File: src/rtl/exe_pkg.sv
`timescale 1ns/1ps
package exe_pkg;
  localparam int OPC_W = 4;
  localparam int FN_W  = 4;
  localparam int NUM_CONDS = 7;

  localparam logic [OPC_W-1:0] OP_HALT  = 4'h0;
  localparam logic [OPC_W-1:0] OP_NOP   = 4'h1;
  localparam logic [OPC_W-1:0] OP_MOVE  = 4'h2;
  localparam logic [OPC_W-1:0] OP_LOADC = 4'h3;
  localparam logic [OPC_W-1:0] OP_STORE = 4'h4;
  localparam logic [OPC_W-1:0] OP_LOAD  = 4'h5;
  localparam logic [OPC_W-1:0] OP_ARITH = 4'h6;
  localparam logic [OPC_W-1:0] OP_BRCH  = 4'h7;
  localparam logic [OPC_W-1:0] OP_CALL  = 4'h8;
  localparam logic [OPC_W-1:0] OP_RET   = 4'h9;
  localparam logic [OPC_W-1:0] OP_PUSH  = 4'hA;
  localparam logic [OPC_W-1:0] OP_POP   = 4'hB;

  typedef enum logic [1:0] {
    FN_ADD = 2'd0,
    FN_SUB = 2'd1,
    FN_AND = 2'd2,
    FN_XOR = 2'd3
  } alu_fn_e;
endpackage

File: src/rtl/exe_rst_sync.sv
`timescale 1ns/1ps
module exe_rst_sync #(
  parameter int STAGES = 2
) (
  input  logic clk,
  input  logic rst_n,
  output logic rst_sync_n
);
  logic [STAGES-1:0] sync_q;
  logic [STAGES-1:0] sync_d;

  always_comb sync_d = {sync_q[STAGES-2:0], 1'b1};

  always_ff @(posedge clk or negedge rst_n) begin
    if (!rst_n) sync_q <= '0;
    else        sync_q <= sync_d;
  end

  assign rst_sync_n = sync_q[STAGES-1];
endmodule

File: src/rtl/exe_operand_sel.sv
`timescale 1ns/1ps
module exe_operand_sel
  import exe_pkg::*;
#(
  parameter int W = 64,
  parameter int STACK_STEP = 8
) (
  input  logic [OPC_W-1:0] op_code,
  input  logic [1:0]       fn_low,
  input  logic [W-1:0]     src_a,
  input  logic [W-1:0]     src_b,
  input  logic [W-1:0]     imm,
  output logic [W-1:0]     opnd_a,
  output logic [W-1:0]     opnd_b,
  output alu_fn_e          alu_fn,
  output logic             cc_we
);
  localparam logic [W-1:0] STEP_UP   = W'(STACK_STEP);
  localparam logic [W-1:0] STEP_DOWN = '0 - W'(STACK_STEP);

  always_comb begin
    opnd_a = '0;
    opnd_b = '0;
    alu_fn = FN_ADD;
    cc_we  = 1'b0;
    case (op_code)
      OP_MOVE:  opnd_a = src_a;
      OP_LOADC: opnd_a = imm;
      OP_STORE, OP_LOAD: begin
        opnd_a = imm;
        opnd_b = src_b;
      end
      OP_ARITH: begin
        opnd_a = src_a;
        opnd_b = src_b;
        alu_fn = alu_fn_e'(fn_low);
        cc_we  = 1'b1;
      end
      OP_CALL, OP_PUSH: begin
        opnd_a = STEP_DOWN;
        opnd_b = src_b;
      end
      OP_RET, OP_POP: begin
        opnd_a = STEP_UP;
        opnd_b = src_b;
      end
      default: ;
    endcase
  end
endmodule

File: src/rtl/exe_alu.sv
`timescale 1ns/1ps
module exe_alu
  import exe_pkg::*;
#(
  parameter int W = 64
) (
  input  alu_fn_e      alu_fn,
  input  logic [W-1:0] opnd_a,
  input  logic [W-1:0] opnd_b,
  output logic [W-1:0] res,
  output logic         res_zero,
  output logic         res_neg
);
  always_comb begin
    case (alu_fn)
      FN_ADD:  res = opnd_b + opnd_a;
      FN_SUB:  res = opnd_b - opnd_a;
      FN_AND:  res = opnd_b & opnd_a;
      FN_XOR:  res = opnd_b ^ opnd_a;
      default: res = '0;
    endcase
  end

  assign res_zero = (res == '0);
  assign res_neg  = res[W-1];
endmodule

File: src/rtl/exe_flag_cond.sv
`timescale 1ns/1ps
module exe_flag_cond
  import exe_pkg::*;
(
  input  logic             clk,
  input  logic             rst_n,
  input  logic             cc_we,
  input  logic             zero_in,
  input  logic             neg_in,
  input  logic [OPC_W-1:0] op_code,
  input  logic [FN_W-1:0]  fn_code,
  output logic             take,
  output logic             flag_z,
  output logic             flag_s
);
  localparam int TAB_N = 1 << FN_W;

  logic zf_q, sf_q, zf_d, sf_d;
  logic [TAB_N-1:0] cond_tab;
  logic is_cond_op;

  always_comb begin
    zf_d = zero_in;
    sf_d = neg_in;
  end

  always_ff @(posedge clk or negedge rst_n) begin
    if (!rst_n) begin
      zf_q <= 1'b1;
      sf_q <= 1'b0;
    end else if (cc_we) begin
      zf_q <= zf_d;
      sf_q <= sf_d;
    end
  end

  assign cond_tab[0] = 1'b1;
  assign cond_tab[1] = sf_q | zf_q;
  assign cond_tab[2] = sf_q;
  assign cond_tab[3] = zf_q;
  assign cond_tab[4] = ~zf_q;
  assign cond_tab[5] = ~sf_q;
  assign cond_tab[6] = ~sf_q & ~zf_q;

  generate
    for (genvar k = NUM_CONDS; k < TAB_N; k++) begin : g_undef_cond
      assign cond_tab[k] = 1'b0;
    end
  endgenerate

  assign is_cond_op = (op_code == OP_MOVE) || (op_code == OP_BRCH);
  assign take   = is_cond_op & cond_tab[fn_code];
  assign flag_z = zf_q;
  assign flag_s = sf_q;
endmodule

File: src/rtl/exec_unit.sv
`timescale 1ns/1ps
module exec_unit
  import exe_pkg::*;
#(
  parameter int W = 64,
  parameter int STACK_STEP = 8,
  parameter int RST_STAGES = 2
) (
  input  logic             clk,
  input  logic             rst_n,
  input  logic [OPC_W-1:0] op_code,
  input  logic [FN_W-1:0]  fn_code,
  input  logic [W-1:0]     src_a,
  input  logic [W-1:0]     src_b,
  input  logic [W-1:0]     imm,
  output logic [W-1:0]     result,
  output logic             take
);
  logic         rst_sync_n;
  logic [W-1:0] opnd_a, opnd_b;
  alu_fn_e      alu_fn;
  logic         cc_we, res_zero, res_neg;
  logic         flag_z, flag_s;

  exe_rst_sync #(.STAGES(RST_STAGES)) i_rst_sync (
    .clk(clk), .rst_n(rst_n), .rst_sync_n(rst_sync_n)
  );

  exe_operand_sel #(.W(W), .STACK_STEP(STACK_STEP)) i_opsel (
    .op_code(op_code), .fn_low(fn_code[1:0]),
    .src_a(src_a), .src_b(src_b), .imm(imm),
    .opnd_a(opnd_a), .opnd_b(opnd_b), .alu_fn(alu_fn), .cc_we(cc_we)
  );

  exe_alu #(.W(W)) i_alu (
    .alu_fn(alu_fn), .opnd_a(opnd_a), .opnd_b(opnd_b),
    .res(result), .res_zero(res_zero), .res_neg(res_neg)
  );

  exe_flag_cond i_flags (
    .clk(clk), .rst_n(rst_sync_n), .cc_we(cc_we),
    .zero_in(res_zero), .neg_in(res_neg),
    .op_code(op_code), .fn_code(fn_code),
    .take(take), .flag_z(flag_z), .flag_s(flag_s)
  );
endmodule

File: config.mk
export PLATFORM = sky130hd
export DESIGN_NAME = exec_unit
export DESIGN_NICKNAME = d
export VERILOG_FILES = /design/src/rtl/exe_pkg.sv /design/src/rtl/exe_rst_sync.sv /design/src/rtl/exe_operand_sel.sv /design/src/rtl/exe_alu.sv /design/src/rtl/exe_flag_cond.sv /design/src/rtl/exec_unit.sv
export SDC_FILE = /design/constraint.sdc
export NUM_CORES = 1
export LEC_CHECK = 0
export ABC_AREA = 1
export ABC_CLOCK_PERIOD_IN_PS = 4100
export BUFFER_PORTS_ARGS = -buffer_cell sky130_fd_sc_hd__buf_2
export CORE_ASPECT_RATIO = 2
export CORE_MARGIN = 2
export CORE_UTILIZATION = 35
export DETAILED_ROUTE_END_ITERATION = 7
export PLACE_DENSITY = 0.62
export SLEW_MARGIN = 20
export SYNTH_ARGS = -nofsm -noshare
export SYNTH_HDL_FRONTEND = slang
export SYNTH_HIERARCHICAL = 1
export SYNTH_SLANG_ARGS = --single-unit
File: constraint.sdc
create_clock -name clk -period 4.1 [get_ports clk]
set_input_delay 0.205 -clock clk [delete_from_list [all_inputs] [get_ports clk]]
set_output_delay 0.205 -clock clk [all_outputs]
set_load 0.05 [all_outputs]
==> metrics.yaml, run 1 <==
outcome:
  status: "stopped before the end"
  stop_stage: "5_1_grt"
  error: "[ERROR GRT-0116] Global routing finished with congestion. Check the congestion regions in the DRC Viewer."
place:
  post-dp-hpwl_um: 61800
  gp_congestion: 1.12
  io_buffer_count: 266
  placed_cell_area_um2: 17400
logic_synthesis:
  syn_inst: 2403
  synth_edf_count: 0
  syn_area_per_cell_um2: 4.84
  synth_cell_types: 48
  syn_nets: 2734
  synth_top_area_frac: 0.255
  yosysSeqAreaShare: 0.00871
  synthArstFlopShare: 1.00
  synth-main-ff-cell: "dfrtp_1"
  yosysMostFrequentCell: "nand2_1"
  synth_area_um2: 11600
  yosys_register_bits: 4
  ys_warn_count: 6
  synth_common_cells: "792 x nand2_1, 445 x inv_1, 324 x nor2_1"
  yosysTopAreaCell: "nand2_1"
  synth_area_leaders: "nand2_1 26%, inv_1 14%, ha_1 14%, nand3_1 13%, nor2_1 10%"
floorplanning:
  fp.dieW_um: 133
  initial_utilization: 0.355
  die_h_um: 262
  rows: 94
  io-pin-count: 267
global_route:
  grt_first_pass_wirelength_um: 117000
  grt_pass1_vias: 20600
  grt_start_max_net_pins: 64
  grt_usage: 0.447
  grt_overflow_total: 11
clocking:
  cts.sinks: 4
  ctsHtreeMaxLevel: 1
  cts_buffer_depth: 2
  cts_root_buf: "clkbuf_16"
  cts_buffers: 3
## layer usage
layer	track usage	overflow
met1	0.383	0
met2	0.800	8
met3	0.0775	0
met4	0.546	3
met5	0	0
## stage by stage
step	setup slack, ps	std cells	TNS, ps	util
3_5_place_dp	-1510	3532	-37630	0.531
3_3_place_gp	-1470	3532	-35450	0.531
4_1_cts	-536	3605	-10120	0.642
2_1_floorplan	-105	2403	-105	-
## logic make-up after synthesis
kind of cell | synth area share
AO/OA/AOI/OAI | 0.0792
other | 0.000322
flip-flops | 0.00871
adder cells (fa/ha/maj) | 0.139
buffers and inverters | 0.169
AND/OR/NAND/NOR | 0.556
XOR/XNOR | 0.0466
## what timing repair did
action / CTS
gates cloned: 3
hold buffers: 1
gates resized for setup: 775
buffers inserted: 74
pin swaps: 193
hold endpoints to repair: 2
setup endpoints to repair: 56
==> run 2, diff against run 1 <==
ABC_CLOCK_PERIOD_IN_PS = 5300   (was 4100)
CORE_ASPECT_RATIO = default   (was 2)
CORE_UTILIZATION = 20   (was 35)
PLACE_DENSITY = default   (was 0.62)
PLACE_DENSITY_LB_ADDON = 0.15   (was default)
clock period = 5.3 ns   (was 4.1 ns; I/O delays follow)
==> run 2 against run 1 <==
The run now ends clean. Area after synthesis unchanged. Synthesized cell count did not move.
==> metrics.yaml, run 2 <==
outcome:
  status: "complete, no violations"
place:
  io_buffer_count: 266  # unchanged
  dp_cells: 3729  # +5.6%
  place_ws_ps: -650  # +857 ps
  post-dp-hpwl_um: 57400  # -7.2%
  placed_cell_area_um2: 16700  # -4.2%
  gp_congestion: 0.925  # -17%
logic_synthesis:
  synthArstFlopShare: 1.00  # unchanged
  syn_area_per_cell_um2: 4.84  # unchanged
  yosys_register_bits: 4  # unchanged
  syn_nets: 2734  # unchanged
  synth_edf_count: 0  # unchanged
  synth_top_area_frac: 0.255  # unchanged
  synth-main-ff-cell: "dfrtp_1"
  syn_inst: 2403  # unchanged
  yosysSeqAreaShare: 0.00871  # unchanged
  synth_area_leaders: "nand2_1 26%, inv_1 14%, ha_1 14%, nand3_1 13%, nor2_1 10%"
  ys_warn_count: 6  # unchanged
  yosysTopAreaCell: "nand2_1"
  yosysMostFrequentCell: "nand2_1"
  synth_common_cells: "792 x nand2_1, 445 x inv_1, 324 x nor2_1"
  synth_cell_types: 48  # unchanged
  synth_area_um2: 11600  # unchanged
final_layout:
  drive_above_1_share: 0.298
  seq_area_um2: 101
  final_cell_mix: "757 x nand2_1, 432 x inv_1, 368 x buf_4"
  nets: 3318
  fillers: 6604
  final_cell_count_no_fill: 3751
  top_register: "i_rst_sync/sync_q"
  final_util: 0.313
  syn_to_final_growth_pct: 55.0
  final_common_cell: "nand2_1"
  final_area_um2: 18000
  diodes: 0
  largest_register_ff_count: 2
  multiInputGateArea_um2: 10600
setup_path:
  ff2ff_path_depth: 2
  cp-start-kind: "input pin"
  r2r-start: "i_flags/flag_z"
  cpMostUsedCell: "nand2_1"
  arrival_ps: 4870
  r2r_slack_ps: 4500
  r2r-end: "i_flags/flag_z"
  criticalPathCategory: "in2out"
  end_kind: "output port"
  max_stage_delay_ps: 290
  critPathMaxFanout: 20
  cp.required_ps: 5040
  crit_slowest_cell: "ha_1"
timing:
  skew_ps: 1.31
  setup_viol: 0
  hold_viol: 0
  drv_slew: 0
  fmax_mhz: 195
  fin_ws_ps: 160
  hold_slack_ps: 26.4
  finalCritPeriodShare: 0.970
  rsz0062_at_grt: "true"
  max-slew-margin-rel: 0.450
  layout_min_cycle_time_ps: 5140
  finalSetupTns_ps: 0
  tightest_slew_ps: 825
floorplanning:
  initial_utilization: 0.202  # -0.153
  io-pin-count: 267  # unchanged
  fp.dieArea_um2: 60200
  die_h_um: 245  # -6.4%
  fp.dieW_um: 245  # +84%
  core_um2: 57600
  rows: 88  # -6.4%
route:
  ant_nets: 0
  drt_first_pass_iters: 8
  num_vias: 16900
  finalWirelength_um: 66200
  vias_per_cell: 4.50
  dr.first_iter.drc_count: 1210
  drt-wirelength-per-cell_um: 17.6
  drcViolationCount: 0
global_route:
  grt_overflow_total: 0
  antenna_found_initial: 0
  grt_start_max_net_pins: 64
  grt_usage: 0.209
  grt_first_pass_wirelength_um: 96200
  grt_pass1_vias: 16300
clocking:
  cts.sinks: 4  # unchanged
  cts_buffers: 3  # unchanged
  worstSkewPairLatency_ps: 220
  ctsHtreeMaxLevel: 1  # unchanged
  cts_tree: "yes"
  clk_pin_slew_ps: 30
  cts_root_buf: "clkbuf_16"
  cts_buffer_depth: 2  # unchanged
power:
  vdd_drop_max_mv: 0.207
  power.density_nw_per_um2: 160
  power_mw: 2.89
  p_leak_nw: 10.4
worst_hold_path:
  hold_path_class: "reg2async"
flow_run:
  max_cap_violations: 0
run 2: worst max-delay path by stage:
stage / cells after the start / to / startpoint
2_1_floorplan: 32 / i_flags/flag_z / op_code[0]
3_3_place_gp: 44 / i_flags/flag_z / op_code[2]
3_5_place_dp: 44 / i_flags/flag_z / op_code[2]
4_1_cts: 39 / i_flags/flag_z / op_code[0]
5_1_grt: 38 / i_flags/flag_z / op_code[1]
6_report: 33 / result[60] / op_code[1]
run 2: report_power, final:
| group | leakage, nW | switching, mW | internal [mW] |
|---|---|---|---|
| clock network | 0.0382 | 0.0225 | 0.0995 |
| registers | 0.0460 | 0.00218 | 0.0343 |
| logic | 10.3 | 1.72 | 1.01 |
run 2: final cells by class:
cell class                 count  area share
inverter                     449      0.0934
sequential                     4     0.00562
tap                          765      0.0531
timing repair buffer         639       0.254
multi-input combinational   1890       0.589
clock buffer                   4     0.00437
run 2: what timing repair did:
action,CTS,global route
hold buffers,1,0
resized for setup,26,275
buffers inserted,2,9
cloned,2,4
endpoints found under the setup margin,13,33
pin swaps,6,57
endpoints found under the hold margin,2,0
run 2: critical path, delay by kind of cell:
kind            cells  cell delay, ps
compound gates      3             600
buf+inv             9            1290
simple gates       19            2140
fa+ha+maj           1             290
xor+xnor            1             270
run 2: metal layers:
layer | GRT usage | routed length, um | vias to the layer above
li1 | - | - | 8654
met1 | 0.310 | 32500 | 7723
met2 | 0.331 | 29100 | 444
met3 | 0.0179 | 3510 | 42
met4 | 0.0308 | 1060 | 0
met5 | 0 | 0 | -
run 2: cell families (layout without fill, tap and decap cells):
group           after synthesis  count (layout)  share of synthesized area
compound gates              159             161                     0.0792
xor+xnor                     62              62                     0.0466
fa+ha+maj                   129             129                      0.139
buf+inv                     513            1092                      0.169
flops                         4               4                    0.00871
other cells                   1               1                   0.000322
simple gates               1535            1537                      0.556
(Power assumes the default switching activity.)
==> run 3, diff against run 2 <==
BUFFER_PORTS_ARGS = -buffer_cell sky130_fd_sc_hd__buf_4   (was -buffer_cell sky130_fd_sc_hd__buf_2)
==> run 3 against run 2 <==
Flip-flop and latch count unchanged. Final area rose by 0.22%. Core utilization is 0.067 points higher. First-iteration DRC count decreased by 1.1%. Critical path depth rose by 6. Critical endpoint is now i_flags/flag_z. Highest routed layer unchanged.
==> metrics.yaml, run 3 (synthesized netlist as in run 2, its figures left out) <==
route:
  drt-wirelength-per-cell_um: 18.0  # +2.1%
  dr.first_iter.drc_count: 1197  # -1.1%
  drcViolationCount: 0  # unchanged
  drt_first_pass_iters: 6  # -2
  finalWirelength_um: 66800  # +0.95%
  ant_nets: 0  # unchanged
  vias_per_cell: 4.52  # +0.51%
  num_vias: 16800  # -0.65%
timing:
  hold_slack_ps: 27.5  # +1.04 ps
  hold_viol: 0  # unchanged
  drv_slew: 0  # unchanged
  layout_min_cycle_time_ps: 5070  # -74.2 ps
  tightest_slew_ps: 996  # +171 ps
  fmax_mhz: 197  # +1.5%
  finalCritPeriodShare: 0.956  # -0.0140
  rsz0062_at_grt: "true"
  max-slew-margin-rel: 0.336  # -0.114
  setup_viol: 0  # unchanged
  skew_ps: 1.51  # +0.203 ps
floorplanning:
  rows: 88  # unchanged
  fp.dieArea_um2: 60200  # unchanged
  fp.dieW_um: 245  # unchanged
  io-pin-count: 267  # unchanged
  core_um2: 57600  # unchanged
  die_h_um: 245  # unchanged
  initial_utilization: 0.202  # unchanged
setup_path:
  ff2ff_path_depth: 2  # unchanged
  r2r-end: "i_flags/flag_z"
  cp.required_ps: 5450  # +410 ps
  crit_slowest_cell: "ha_4"
  path_buf_inv: 11  # +2
  critPathTopFamily: "simple AND/OR/NAND/NOR gates"
  max_stage_delay_ps: 280  # about the same
  arrival_ps: 5210  # +340 ps
  criticalPathCategory: "in2reg"
  cpMostUsedCell: "nor2_4"
  end_kind: "flip-flop"
  r2r_slack_ps: 4500  # about the same
  r2r-start: "i_flags/flag_z"
  critPathMaxFanout: 6  # -70%
  cp-start-kind: "input pin"
clocking:
  cts_root_buf: "clkbuf_16"
  ctsHtreeMaxLevel: 1  # unchanged
  cts_tree: "yes"
  worstSkewPairLatency_ps: 220  # about the same
  cts.sinks: 4  # unchanged
  clk_pin_slew_ps: 30  # about the same
  cts_buffers: 3  # unchanged
  cts_buffer_depth: 2  # unchanged
place:
  io_buffer_count: 266  # unchanged
  gp_congestion: 0.945  # +2.2%
  placed_cell_area_um2: 16800  # +0.54%
  dp_cells: 3685  # -1.2%
  post-dp-hpwl_um: 58000  # +0.98%
flow_run:
  max_cap_violations: 0  # unchanged
final_layout:
  seq_area_um2: 101  # unchanged
  multiInputGateArea_um2: 10600  # -0.52%
  top_register: "i_rst_sync/sync_q"
  final_util: 0.314  # +0.000674
  final_area_um2: 18100  # +0.22%
  final_cell_mix: "758 x nand2_1, 574 x buf_4, 436 x inv_1"
  final_common_cell: "nand2_1"
  nets: 3274  # -1.3%
  drive_above_1_share: 0.286  # -0.0125
  final_cell_count_no_fill: 3708  # -1.1%
  fillers: 6634  # +0.45%
  largest_register_ff_count: 2  # unchanged
  syn_to_final_growth_pct: 55.3
global_route:
  antenna_found_initial: 0  # unchanged
  grt.busiest_layer: "met2"
  met3_usage: 0.0154  # -0.00251
  grt_start_max_net_pins: 64  # unchanged
  grt_overflow_total: 0  # unchanged
  met1_usage: 0.323  # +0.0131
  grtUsageMet2: 0.328  # -0.00266
  grt_pass1_vias: 16000  # -1.6%
  grt_usage: 0.210  # +0.00146
  grt_first_pass_wirelength_um: 96500  # +0.31%
power:
  power.density_nw_per_um2: 158  # -1.3%
  p_leak_nw: 10.3  # -0.71%
  vdd_drop_max_mv: 0.181  # -13%
outcome:
  status: "complete, no violations"
worst_hold_path:
  hold_path_class: "reg2async"
run 3: cell types whose count changed in the layout (fill, tap and decap cells not counted), sizes merged:
cell | before | now
a21oi | 86 | 85
buf | 631 | 593
clkbuf | 11 | 6
diode | 0 | 1
run 3: worst max path at each step:
stage                     from             end  slack (ps)  cells after the start
detailed placement  op_code[2]  i_flags/flag_z        -410                     41
CTS                 op_code[1]      result[63]           2                     33
global placement    op_code[2]  i_flags/flag_z        -400                     41
floorplan           op_code[0]  i_flags/flag_z         600                     32
finish              op_code[2]  i_flags/flag_z         230                     39
global route        op_code[2]  i_flags/flag_z        -130                     42
run 3: repair_timing:
action | in CTS | in global routing
endpoints found under the setup margin | 5 | 30
hold buffers | 1 | 0
pin swaps | 6 | 69
gates resized for setup | 14 | 250
hold endpoints to repair | 2 | 0
gates cloned | 0 | 5
buffers inserted | 2 | 11
run 3: where the power goes:
part / internal (mW) / switching, mW / total (mW)
Clock: 0.0994 / 0.0222 / 0.122
Combinational: 0.996 / 1.70 / 2.70
Sequential: 0.0343 / 0.00221 / 0.0365
run 3: final cells by class:
class,count,share of cell area
repair buffers,596,0.259
multi-input cells,1889,0.585
clock buffers,4,0.00436
well taps,765,0.0529
diodes,1,0.000138
inverters,449,0.0932
flip-flops and latches,4,0.00561
run 3: metal layers:
metal  part of all wire  wire length (um)  vias to the layer above
met4             0.0089               597                        0
met5                  0                 0                        -
met2               0.44             29100                      406
met1               0.51             34000                     7768
li1                   -                 -                     8554
met3              0.046              3050                       26
run 3: metrics by stage:
step	TNS (ps)	total power [mW]	worst slack (ps)
floorplan	0	1.40	604
global placement	-432	2.55	-397
detailed placement	-570	2.55	-415
CTS	0	2.69	2.24
global route	-324	3.05	-129
finish	0	2.86	234
